## src/rtl/gcs_pkg.sv

```systemverilog
package gcs_pkg;
  // Width of one adder stage and of a channel count.
  localparam int unsigned STAGE_W = 4;
  localparam int unsigned COUNT_W = 8;

  // Captured result of one window.
  typedef struct packed {
    logic               ovf;
    logic [COUNT_W-1:0] sum;
    logic [COUNT_W-1:0] cnt_a;
    logic [COUNT_W-1:0] cnt_b;
  } result_t;
endpackage

```

## src/rtl/gcs_timebase.sv

```systemverilog
module gcs_timebase #(
  parameter int unsigned PERIOD = 6_250_000
) (
  input  logic clk,
  input  logic rst,
  output logic gate,
  output logic capture,
  output logic clear
);
  localparam int unsigned HALF   = PERIOD / 2;
  localparam int unsigned CLR_AT = (3 * PERIOD) / 4;
  localparam int unsigned TB_W   = $clog2(PERIOD);

  logic [TB_W-1:0] phase_q;
  logic            gate_d_q;

  always_ff @(posedge clk) begin
    if (rst) begin
      phase_q  <= '0;
      gate_d_q <= 1'b0;
    end else begin
      phase_q  <= (phase_q == TB_W'(PERIOD - 1)) ? '0 : phase_q + 1'b1;
      gate_d_q <= gate;
    end
  end

  assign gate    = (phase_q < TB_W'(HALF));
  // first clock after the gate falls
  assign capture = gate_d_q && !gate;
  assign clear   = (phase_q == TB_W'(CLR_AT));


  clear_outside_gate_chk: assert property (@(posedge clk) disable iff (rst)
    clear |-> !gate);

  clear_after_capture_chk: assert property (@(posedge clk) disable iff (rst)
    capture |-> !clear);
endmodule

```

## src/rtl/gcs_edge_sync.sv

```systemverilog
module gcs_edge_sync #(
  parameter int unsigned STAGES = 2
) (
  input  logic clk,
  input  logic rst,
  input  logic din,
  output logic rise
);
  logic [STAGES:0] chain_q;

  always_ff @(posedge clk) begin
    if (rst) chain_q <= '0;
    else     chain_q <= {chain_q[STAGES-1:0], din};
  end

  // compare the last synchronized stage with its delayed copy
  assign rise = chain_q[STAGES-1] && !chain_q[STAGES];


  single_rise_chk: assert property (@(posedge clk) disable iff (rst)
    rise |=> !rise);
endmodule

```

## src/rtl/gcs_sat_counter.sv

```systemverilog
module gcs_sat_counter #(
  parameter int unsigned W = 8
) (
  input  logic         clk,
  input  logic         rst,
  input  logic         clr,
  input  logic         en,
  output logic [W-1:0] cnt
);
  localparam logic [W-1:0] TOP = '1;

  logic [W-1:0] cnt_q;

  always_ff @(posedge clk) begin
    if (rst || clr)                 cnt_q <= '0;
    else if (en && (cnt_q != TOP))  cnt_q <= cnt_q + 1'b1;
  end

  assign cnt = cnt_q;


  saturate_chk: assert property (@(posedge clk) disable iff (rst)
    (cnt_q == TOP) && !clr |=> cnt_q == TOP);

  idle_hold_chk: assert property (@(posedge clk) disable iff (rst)
    !en && !clr |=> $stable(cnt_q));
endmodule

```

## src/rtl/gcs_nibble_add.sv

```systemverilog
module gcs_nibble_add #(
  parameter int unsigned W = 4
) (
  input  logic [W-1:0] a,
  input  logic [W-1:0] b,
  input  logic         ci,
  output logic [W-1:0] s,
  output logic         co
);
  always_comb {co, s} = {1'b0, a} + {1'b0, b} + {{W{1'b0}}, ci};
endmodule

```

## src/rtl/gated_count_summer.sv

```systemverilog
module gated_count_summer
  import gcs_pkg::*;
#(
  parameter int unsigned GATE_PERIOD = 6_250_000,
  parameter int unsigned SYNC_STAGES = 2
) (
  input  logic               clk,
  input  logic               rst,
  input  logic               pulse_a,
  input  logic               pulse_b,
  output logic [COUNT_W-1:0] count_a_o,
  output logic [COUNT_W-1:0] count_b_o,
  output logic [COUNT_W-1:0] sum_o,
  output logic               ovf_o,
  output logic               valid_o
);
  localparam int unsigned N_STAGES = COUNT_W / STAGE_W;

  logic gate, capture, clear;
  logic rise_a, rise_b;
  logic [COUNT_W-1:0] cnt_a, cnt_b, sum_w;
  logic [N_STAGES:0]  carry;
  result_t res_q;
  logic    valid_q;

  gcs_timebase #(.PERIOD(GATE_PERIOD)) u_tb (
    .clk(clk), .rst(rst), .gate(gate), .capture(capture), .clear(clear)
  );

  gcs_edge_sync #(.STAGES(SYNC_STAGES)) u_sync_a (
    .clk(clk), .rst(rst), .din(pulse_a), .rise(rise_a)
  );
  gcs_edge_sync #(.STAGES(SYNC_STAGES)) u_sync_b (
    .clk(clk), .rst(rst), .din(pulse_b), .rise(rise_b)
  );

  gcs_sat_counter #(.W(COUNT_W)) u_cnt_a (
    .clk(clk), .rst(rst), .clr(clear), .en(gate && rise_a), .cnt(cnt_a)
  );
  gcs_sat_counter #(.W(COUNT_W)) u_cnt_b (
    .clk(clk), .rst(rst), .clr(clear), .en(gate && rise_b), .cnt(cnt_b)
  );

  // chain of 4-bit stages, lowest nibble first, carry-in 0
  assign carry[0] = 1'b0;
  for (genvar g = 0; g < N_STAGES; g++) begin : g_stage
    gcs_nibble_add #(.W(STAGE_W)) u_add (
      .a (cnt_a[g*STAGE_W +: STAGE_W]),
      .b (cnt_b[g*STAGE_W +: STAGE_W]),
      .ci(carry[g]),
      .s (sum_w[g*STAGE_W +: STAGE_W]),
      .co(carry[g+1])
    );
  end

  always_ff @(posedge clk) begin
    if (rst) begin
      res_q   <= '0;
      valid_q <= 1'b0;
    end else begin
      valid_q <= capture;
      if (capture) begin
        res_q.cnt_a <= cnt_a;
        res_q.cnt_b <= cnt_b;
        res_q.sum   <= sum_w;
        res_q.ovf   <= carry[N_STAGES];
      end
    end
  end

  assign count_a_o = res_q.cnt_a;
  assign count_b_o = res_q.cnt_b;
  assign sum_o     = res_q.sum;
  assign ovf_o     = res_q.ovf;
  assign valid_o   = valid_q;


  valid_single_chk: assert property (@(posedge clk) disable iff (rst)
    valid_q |=> !valid_q);

  sum_match_chk: assert property (@(posedge clk) disable iff (rst)
    valid_q |-> ({res_q.ovf, res_q.sum} == {1'b0, res_q.cnt_a} + {1'b0, res_q.cnt_b}));

  hold_between_chk: assert property (@(posedge clk) disable iff (rst)
    !$stable(res_q) |-> valid_q);
endmodule

```

## config.mk

```make
export PLATFORM = sky130hd
export DESIGN_NAME = gated_count_summer
export DESIGN_NICKNAME = d
export VERILOG_FILES = /design/src/rtl/gcs_pkg.sv /design/src/rtl/gcs_timebase.sv /design/src/rtl/gcs_edge_sync.sv /design/src/rtl/gcs_sat_counter.sv /design/src/rtl/gcs_nibble_add.sv /design/src/rtl/gated_count_summer.sv
export SDC_FILE = /design/constraint.sdc
export NUM_CORES = 1
export LEC_CHECK = 0
export CAP_MARGIN = 20
export CORE_MARGIN = 5
export CORE_UTILIZATION = 45
export CTS_CLUSTER_DIAMETER = 120
export DETAILED_ROUTE_END_ITERATION = 7
export HOLD_SLACK_MARGIN = 0.08
export PLACE_DENSITY = 0.62
export SKIP_CTS_REPAIR_TIMING = 1
export SYNTH_ARGS = -nofsm -noshare
export SYNTH_HDL_FRONTEND = slang
export SYNTH_HIERARCHICAL = 1
export SYNTH_SLANG_ARGS = --single-unit
```

## constraint.sdc

```tcl
create_clock -name clk -period 4.6 [get_ports clk]
set_input_delay 0.69 -clock clk [delete_from_list [all_inputs] [get_ports clk]]
set_output_delay 0.69 -clock clk [all_outputs]
set_load 0.02 [all_outputs]
```

# Yosys cells after proc, flatten, opt, wreduce, memory -nomap -nowiden
# Index checks and enable logic that the tools add are counted.
# W data, S select, Z words.
# totals
reg_bits	72
input_bits	4
out_inout_bits	26
elab_cells	34
# op_classes
n_addsub	6
magnitude_cmp	1
n_eq_ne	4
reduce_logical	12
# op_table
operator	count
$eq A23 B23 Y1 const B	2
$add A23 B1 Y23 const B	1
$lt A23 B22 Y1 const B	1
$add A8 B1 Y8 const B	2
$ne A8 B8 Y1 const B	2
$add A4 B4 Y5	2
$logic_and A1 B1 Y1	7
$add A5 B1 Y5	1
$logic_not A1 Y1	3
$reduce_or A2 Y1	1
$logic_or A1 B1 Y1	1

# Longest topological paths before layout
# Gate-level depths: netlist of the first run.
# logic_depth
ltp_word	4
ltp_mapped	14

# Cells and area by module
# Netlist of the first run, hierarchy kept.
# by_module_without_submodules
mod	instances	cells_each	area_per_inst_um2	seq_area_each_um2
gcs_timebase	1	151	1253.7	480.5
gated_count_summer	1	86	953.4	520.5
gcs_sat_counter	2	48	421.7	160.2
gcs_nibble_add	2	16	143.9	0.0
gcs_edge_sync	2	7	87.6	60.1

# Worst setup path after synthesis of the first run
# OpenSTA, ideal clock, no wires.
# synth_timing
path_kind	flip-flop to flip-flop
startpoint	register u_cnt_a.cnt_q[0], in the netlist u_cnt_a/cnt[0]
endpoint	register res_q (netlist bit ovf_o)
arrival_time_ns	2.308
t_required_ns	4.485
slack_ns	2.178
path_stages_with_launch	15
period_less_slack_ns	2.422
cell_sequence	dfxtp_1 > fa_1 > inv_1 > fa_1 > nor2b_1 > o21ai_0 > nand2b_1 > fa_1 > inv_1 > fa_1 > nor2b_1 > o21ai_0 > nand2b_1 > mux2i_1 > nor2_1
# synth_via
elab_chain_cells	2
# synth_rtl
item	line_no	text
start: declaration	gcs_sat_counter.sv:12	logic [W-1:0] cnt_q;
start signal: assignment	gcs_sat_counter.sv:16	else if (en && (cnt_q != TOP)) cnt_q <= cnt_q + 1'b1;
$add A4 B4 Y5	gcs_nibble_add.sv:10	always_comb {co, s} = {1'b0, a} + {1'b0, b} + {{W{1'b0}}, ci};
net carry[1]	gated_count_summer.sv:22	logic [N_STAGES:0] carry;
$add A5 B1 Y5	gcs_nibble_add.sv:10	
net carry[2]	gated_count_summer.sv:22	
end: declaration	gated_count_summer.sv:23	result_t res_q;
# The timed path passes the listed nets, and every way through them passes these cells.
# A chain may end at the register's enable or synchronous reset.

# Worst setup path in the final report of the first run
# layout_timing
startpoint	register u_tb.phase_q[10]
endpoint	register res_q (netlist bit count_a_o[5])
# layout_via
elab_chain_cells	3
# layout_rtl
item	line_no	text
start: declaration	gcs_timebase.sv:14	logic [TB_W-1:0] phase_q;
start signal: assignment	gcs_timebase.sv:22	phase_q <= (phase_q == TB_W'(PERIOD - 1)) ? '0 : phase_q + 1'b1;
$lt A23 B22 Y1	gcs_timebase.sv:27	assign gate = (phase_q < TB_W'(HALF));
net gate	gated_count_summer.sv:19	logic gate, capture, clear;
$logic_not A1 Y1	gcs_timebase.sv:29	assign capture = gate_d_q && !gate;
$logic_and A1 B1 Y1	gcs_timebase.sv:29	
net capture	gated_count_summer.sv:19	
# The timed path passes the listed nets, and every way through them passes these cells.

==> results of run 1 <==
## per-layer routing
metal	routed length (um)	up-vias	global-route usage (%)
li1	-	1384	-
met1	3630	1265	21.8
met2	3070	56	22.5
met3	331	5	4.00
met4	51	0	5.36
met5	0	-	0
## synthesized netlist by cell type, types with 3 or more instances
cell | n | area (um^2)
nor4_1 | 5 | 31.3
nand4_1 | 10 | 62.6
xor2_1 | 5 | 43.8
o21ai_0 | 11 | 55.1
dfxtp_1 | 72 | 1440
buf_2 | 8 | 40.0
or4_1 | 5 | 37.5
nand2_1 | 23 | 86.3
nor3_1 | 3 | 15.0
fa_1 | 4 | 80.1
a21oi_1 | 19 | 95.1
nor2_1 | 46 | 173
nand3_1 | 18 | 90.1
and3b_1 | 4 | 35.0
inv_1 | 15 | 56.3
or3_1 | 9 | 56.3
and2_1 | 3 | 18.8
and4_2 | 3 | 30.0
ha_1 | 10 | 125
and3_1 | 8 | 50.1
a21oi_2 | 3 | 26.3
xnor2_1 | 11 | 96.3
mux2i_1 | 33 | 330
nor2b_1 | 10 | 62.6
buf_6 | 3 | 33.8
o31ai_1 | 4 | 30.0
## worst max-delay path by stage
stage                     start      endpoint  slack (ns)
3_5_place_dp   u_tb/phase_q[10]  count_a_o[5]        1.89
4_1_cts        u_tb/phase_q[10]  count_a_o[5]        1.87
3_3_place_gp     u_cnt_a/cnt[0]         ovf_o        1.98
6_report       u_tb/phase_q[10]  count_a_o[5]        1.92
2_1_floorplan    u_cnt_a/cnt[0]         ovf_o        2.18
5_1_grt        u_tb/phase_q[10]  count_a_o[2]        1.64
## layout make-up
class / count / area [um^2]
timing repair buffer: 30 / 298
clock buffer: 10 / 138
tap: 102 / 128
clock inverter: 5 / 129
fill: 710 / 3550
sequential: 72 / 1440
inverter: 15 / 56.3
multi-input combinational: 276 / 1900
## power groups by stage
stage                     Clock, mW  Sequential, mW  Combinational (mW)
after floorplan                   0           0.648              0.0241
after global placement            0           0.649              0.0348
after detailed placement          0           0.649              0.0352
after CTS                     0.672           0.635              0.0354
after global routing          0.702           0.636              0.0402
final                         0.661           0.635              0.0352
## flip-flops by register name (all words and copies together), names as in the netlist
register / flops
count_a_o: 8
count_b_o: 8
ovf_o: 1
sum_o: 8
u_cnt_a/cnt: 8
u_cnt_b/cnt: 8
u_sync_a/chain_q: 3
u_sync_b/chain_q: 3
u_tb/gate_d_q: 1
u_tb/phase_q: 23
valid_o: 1
## critical path, delay by kind of cell (launching register included)
family,cells,cell delay [ns]
compound gates,2,0.47
flops,1,0.40
mux,1,0.28
simple gates,3,1.39
## through the flow
| step | setup slack, ns | area (um^2) |
|---|---|---|
| 6_report | 1.92 | 4090 |
| 5_1_grt | 1.64 | 4090 |
| 4_1_cts | 1.87 | 4090 |
| 3_5_place_dp | 1.89 | 3830 |
| 3_3_place_gp | 1.98 | 3830 |
| 2_1_floorplan | 2.18 | 3510 |
## kinds of logic after synthesis
kind of cell | synth area share (%)
multiplexers | 9.40
XOR/XNOR | 3.99
AND/OR/NAND/NOR | 25.7
buffers and inverters | 5.27
AO/OA/AOI/OAI | 8.65
adder cells (fa/ha/maj) | 5.84
flip-flops | 41.0
other | 0.107
==> run metrics, run 1 <==
final core occ=53.5%; P&R area growth vs syn=16.5%; Initial DRC Count=107; Hold Vio Cnt, Final=0; I/O Buffers=29; Synth Register Bits=72; reg2reg path depth=6; status=completed; placed cell count=around 500; max incr delay on CP=0.81 ns; Final Max Tran Viols=0; Die W=98.4 um; Max Cap Violations=0; Sequential Power Share=between 40 and 50%; io pins=30; Worst Hold Path EP=u_sync_a/chain_q[1]; starting density of the core=45.9%; sw power=0.260 mW; gpl congestion=0.774; Setup-failing EPs final=0; CP Data Required Time=4.79 ns; drt pass-1 iters=4; worst-path maximum fanout=26; worst hold margin=0.439 ns; most common cell after layout, fill and taps aside=dfxtp_1; Clock Latency Late Sink=0.35 ns; worst slew pin tran=between 1 and 1.5 ns; first-pass GRT wire length=12,300 um; total number of yosys warnings=6; DIE AREA=roughly 9700 um^2; CTS clk-pin slew, worst paths=0.07 ns; Distinct cells, synth=about 50; clock network fraction of total power=49.7%; Clock Sinks=72; fmax=373 MHz; vias=2,710; CTS tree=built; GRT overflow=0; Detailed Route WL=7080 um; r2r setup slk=approximately 1.9 ns; crit path cell chain=or4bb_1 > a211oi_1 > o21ai_0 > nor2b_4 > mux2i_1 > nor2_1; Antenna Nets Post-Route=0; core area=about 7600 um^2; Post-synth EDFFs=0; Worst Hold Class=flip-flop to flip-flop; Final Power=1.33 mW; syn nets=397; vias per inst=5.31; vias in the first global route=2,607; Max-slew headroom=32.7%; drt drc=0; Die H=approximately 100 um; Detail Placement HPWL=4980 um; Int Power=approximately 1.1 mW; source of the worst register-to-register timing path=u_tb/phase_q[10]; CTS H-tree depth=3; Clock Tree Buf Depth=2; unrepaired setup endpoints after global routing=no; hold depth=1; GRT Overall Usage=~15%; most frequently used flop master after synthesis=dfxtp_1; largest net degree at the start of global routing=27; ANT cells=0; Non-Filler Instances=510; Final nets=roughly 420; Syn Inst Count=around 380; Crit Path Class=flip-flop to flip-flop; combinational share of power=2.6%; switching fraction of total power=around 20%; ys async rst share=0%; crit end category=flip-flop; hold path start=u_sync_a/chain_q[0]; routed len/inst=13.9 um; setup tns final=0 ns; Core Rows=32; Seq/Total Area, Yosys=between 40% and 50%; slowest stage cell, crit path=nor2b_4; antenna violations before repair=0; final worst path period share=58.3%; Worst Path Arrival=approximately 2.9 ns; worst vdd ir=0.191 mV; Worst setup SP type=flip-flop; Mapped Area=3510 um^2; leakage=1.45 nW; layout cells sized above 1=8.58%; skew final=0.0116 ns; Min Clock Period, post-route=2.68 ns; Root Driver=clkbuf_8; commonest cells after routing, fill and taps aside=dfxtp_1 (72), nor2_1 (46), mux2i_1 (33); average size of a mapped cell=approximately 9.3 um^2; Power Density=325 nW/um^2; TritonCTS buffer count=9; FF-to-FF End=count_a_o[5]
Note: power is estimated with default switching activity, not from simulation.
==> inputs of run 2 (changes only) <==
--- a/config.mk
+++ b/config.mk
@@ -11,7 +11,7 @@
 export CTS_CLUSTER_DIAMETER = 120
 export DETAILED_ROUTE_END_ITERATION = 7
 export HOLD_SLACK_MARGIN = 0.08
-export PLACE_DENSITY = 0.62
+export PLACE_DENSITY = 0.64
 export SKIP_CTS_REPAIR_TIMING = 1
 export SYNTH_ARGS = -nofsm -noshare
 export SYNTH_HDL_FRONTEND = slang
==> constraint.sdc (replaced) <==
create_clock -name clk -period 2.2 [get_ports clk]
set_input_delay 0.33 -clock clk [delete_from_list [all_inputs] [get_ports clk]]
set_output_delay 0.33 -clock clk [all_outputs]
set_load 0.02 [all_outputs]
==> run 2 against run 1 <==
Compared with the run above:
- the run now ends with setup timing left
- clock power grew 65%
- global-route usage up 0.57 points
- setup slack got worse by 2.1 ns
- cell count is 7.3% higher
- critical path depth is 8 higher
- clock skew down 0.0011 ns
- first-iteration DRC count is 19% lower
- routed wire length increased by 9.1%
- design area rose by 7.2%
- combinational power grew to 2.5 times the previous value
- critical path type unchanged
- highest routed layer unchanged
==> run metrics, run 2 (synthesis results as in run 1) <==
antenna violations before repair=0 (unchanged); Non-Filler Instances=547 (+7.3%); TritonCTS buffer count=9 (unchanged); combinational share of power=3.5% (+0.9 points); pre-CTS WS=-0.175 ns (-2.06 ns); largest net degree at the start of global routing=27 (unchanged); worst vdd ir=0.338 mV (+77%); vias per inst=5.20 (-2.1%); final worst path period share=108% (+50 points); Min Clock Period, post-route=2.38 ns (-0.306 ns); setup tns final=-0.518 ns (-0.518 ns); Final Max Tran Viols=0 (unchanged); P&R area growth vs syn=24.8%; unrepaired setup endpoints after global routing=yes; leakage=1.63 nW (+12%); Root Driver=clkbuf_8; Clock Sinks=72 (unchanged); CTS H-tree depth=3 (unchanged); Hold Vio Cnt, Final=0 (unchanged); drt drc=0 (unchanged); Clock Latency Late Sink=0.35 ns (about the same); Max-slew headroom=62.7% (+30 points); final setup margin=-0.177 ns (-2.09 ns); CTS clk-pin slew, worst paths=0.08 ns (about the same); Sequential Power Share=53.0% (+5.3 points); status=complete, but fails checks; Crit Path Class=flip-flop to flip-flop; io pins=30 (unchanged); Core Rows=32 (unchanged); met2 wire length=3730 um (+22%); failing checks=setup timing; worst-path maximum fanout=2 (-92%); highest routed layer=met4; skew final=0.0105 ns (-0.00114 ns); ANT cells=0 (unchanged); first-pass GRT wire length=12,700 um (+2.8%); Worst Path Arrival=2.62 ns (-0.25 ns); routed len/inst=14.1 um (+1.8%); switching fraction of total power=22.2% (+2.7 points); GRT overflow=0 (unchanged); Worst setup SP type=flip-flop; DIE AREA=9670 um^2 (unchanged); Worst Hold Class=flip-flop to flip-flop; Detailed Route WL=7730 um (+9.1%); sw power=0.555 mW (+110%); drt pass-1 iters=4 (unchanged); Clock Tree Buf Depth=2 (unchanged); core area=7650 um^2 (unchanged); clock network fraction of total power=43.4% (-6.3 points); Initial DRC Count=87 (-19%); Final Power=2.50 mW (+88%); placed cell count=527 (+6.5%); fmax=421 MHz (+13%); Power Density=570 nW/um^2 (+75%); WL met3=266 um (-20%); most common cell after layout, fill and taps aside=dfxtp_1; crit end category=flip-flop; CP Data Required Time=2.44 ns (-2.35 ns); worst hold margin=0.442 ns (+0.00291 ns); max reg flops=23 (unchanged); Int Power=1.94 mW (+81%); gpl congestion=0.874 (+13%); Final nets=458 (+8.5%); starting density of the core=45.9% (unchanged); Die H=98.4 um (unchanged); Max Cap Violations=0 (unchanged); commonest cells after routing, fill and taps aside=dfxtp_1 (68), nor2_1 (46), mux2i_1 (33), buf_4 (33), clkdlybuf4s50_1 (29); vias=2,845 (+5.0%); Antenna Nets Post-Route=0 (unchanged); worst slew pin tran=0.558 ns (-0.452 ns); Top reg by flops=u_tb/phase_q; CTS tree=built; GRT Overall Usage=15.9% (+0.57 points); Die W=98.4 um (unchanged); layout cells sized above 1=20.0% (+11 points); Detail Placement HPWL=5360 um (+7.7%); M1 wire length=3630 um (unchanged); I/O Buffers=29 (unchanged); Setup-failing EPs final=4 (+4); vias in the first global route=2,682 (+2.9%)
-- run 2: worst max-delay path: stages, from the launching register on --
cell and delay (ns):
dfxtp_2 0.34, fa_2 0.40, inv_2 0.07, fa_2 0.18
nor2b_1 0.05, o21ai_1 0.14, nand2b_1 0.09, fa_2 0.35
inv_2 0.06, fa_2 0.20, nor2b_1 0.05, o21ai_1 0.11
nand2b_1 0.06, mux2i_1 0.13, nor2_1 0.05
-- run 2: area by class of cell --
type,instances,area (um^2)
multi-input cells,276,1930
fillers,702,3260
well taps,102,128
clock buffers,12,155
inverters,15,56.3
clock inverters,4,51.3
repair buffers,66,619
flip-flops and latches,72,1450
-- run 2: worst paths after layout --
path / startpoint / end / slack, ns / depth (start not counted)
setup / recovery: u_cnt_b/cnt[0] / ovf_o / -0.18 / 14
hold / removal: u_sync_a/chain_q[0] / u_sync_a/chain_q[1] / 0.44 / 1
setup reg to reg: u_cnt_b/cnt[0] / ovf_o / -0.18 / 14
hold reg to reg: u_sync_a/chain_q[0] / u_sync_a/chain_q[1] / 0.44 / 1
-- run 2: per-layer routing --
| layer | vias to the layer above | global-route usage (%) |
|---|---|---|
| li1 | 1457 | - |
| met1 | 1342 | 20.9 |
| met2 | 36 | 25.0 |
| met3 | 10 | 3.14 |
| met4 | 0 | 7.88 |
| met5 | - | 0 |
-- run 2: per-stage QoR --
step	cell area, um^2	util, %
after global routing	4390	57.3
final	4390	57.3
after CTS	4290	56.1
after floorplan	3530	-
after detailed placement	4080	53.4
after global placement	4080	53.4
-- run 2: power groups by stage --
stage / Sequential (mW) / Clock [mW] / Combinational, mW
final: 1.32 / 1.09 / 0.0886
after CTS: 1.32 / 1.12 / 0.0858
after detailed placement: 1.36 / 0 / 0.0857
after global routing: 1.33 / 1.19 / 0.101
after floorplan: 1.35 / 0 / 0.0515
after global placement: 1.35 / 0 / 0.0846
==> inputs of run 3 (changes only) <==
--- a/config.mk
+++ b/config.mk
@@ -13,6 +13,7 @@
 export HOLD_SLACK_MARGIN = 0.08
 export PLACE_DENSITY = 0.64
 export SKIP_CTS_REPAIR_TIMING = 1
+export SKIP_LAST_GASP = 1
 export SYNTH_ARGS = -nofsm -noshare
 export SYNTH_HDL_FRONTEND = slang
 export SYNTH_HIERARCHICAL = 1
==> results of run 3 <==
No change in the layout: final DEF, timing and power equal those of run 2.
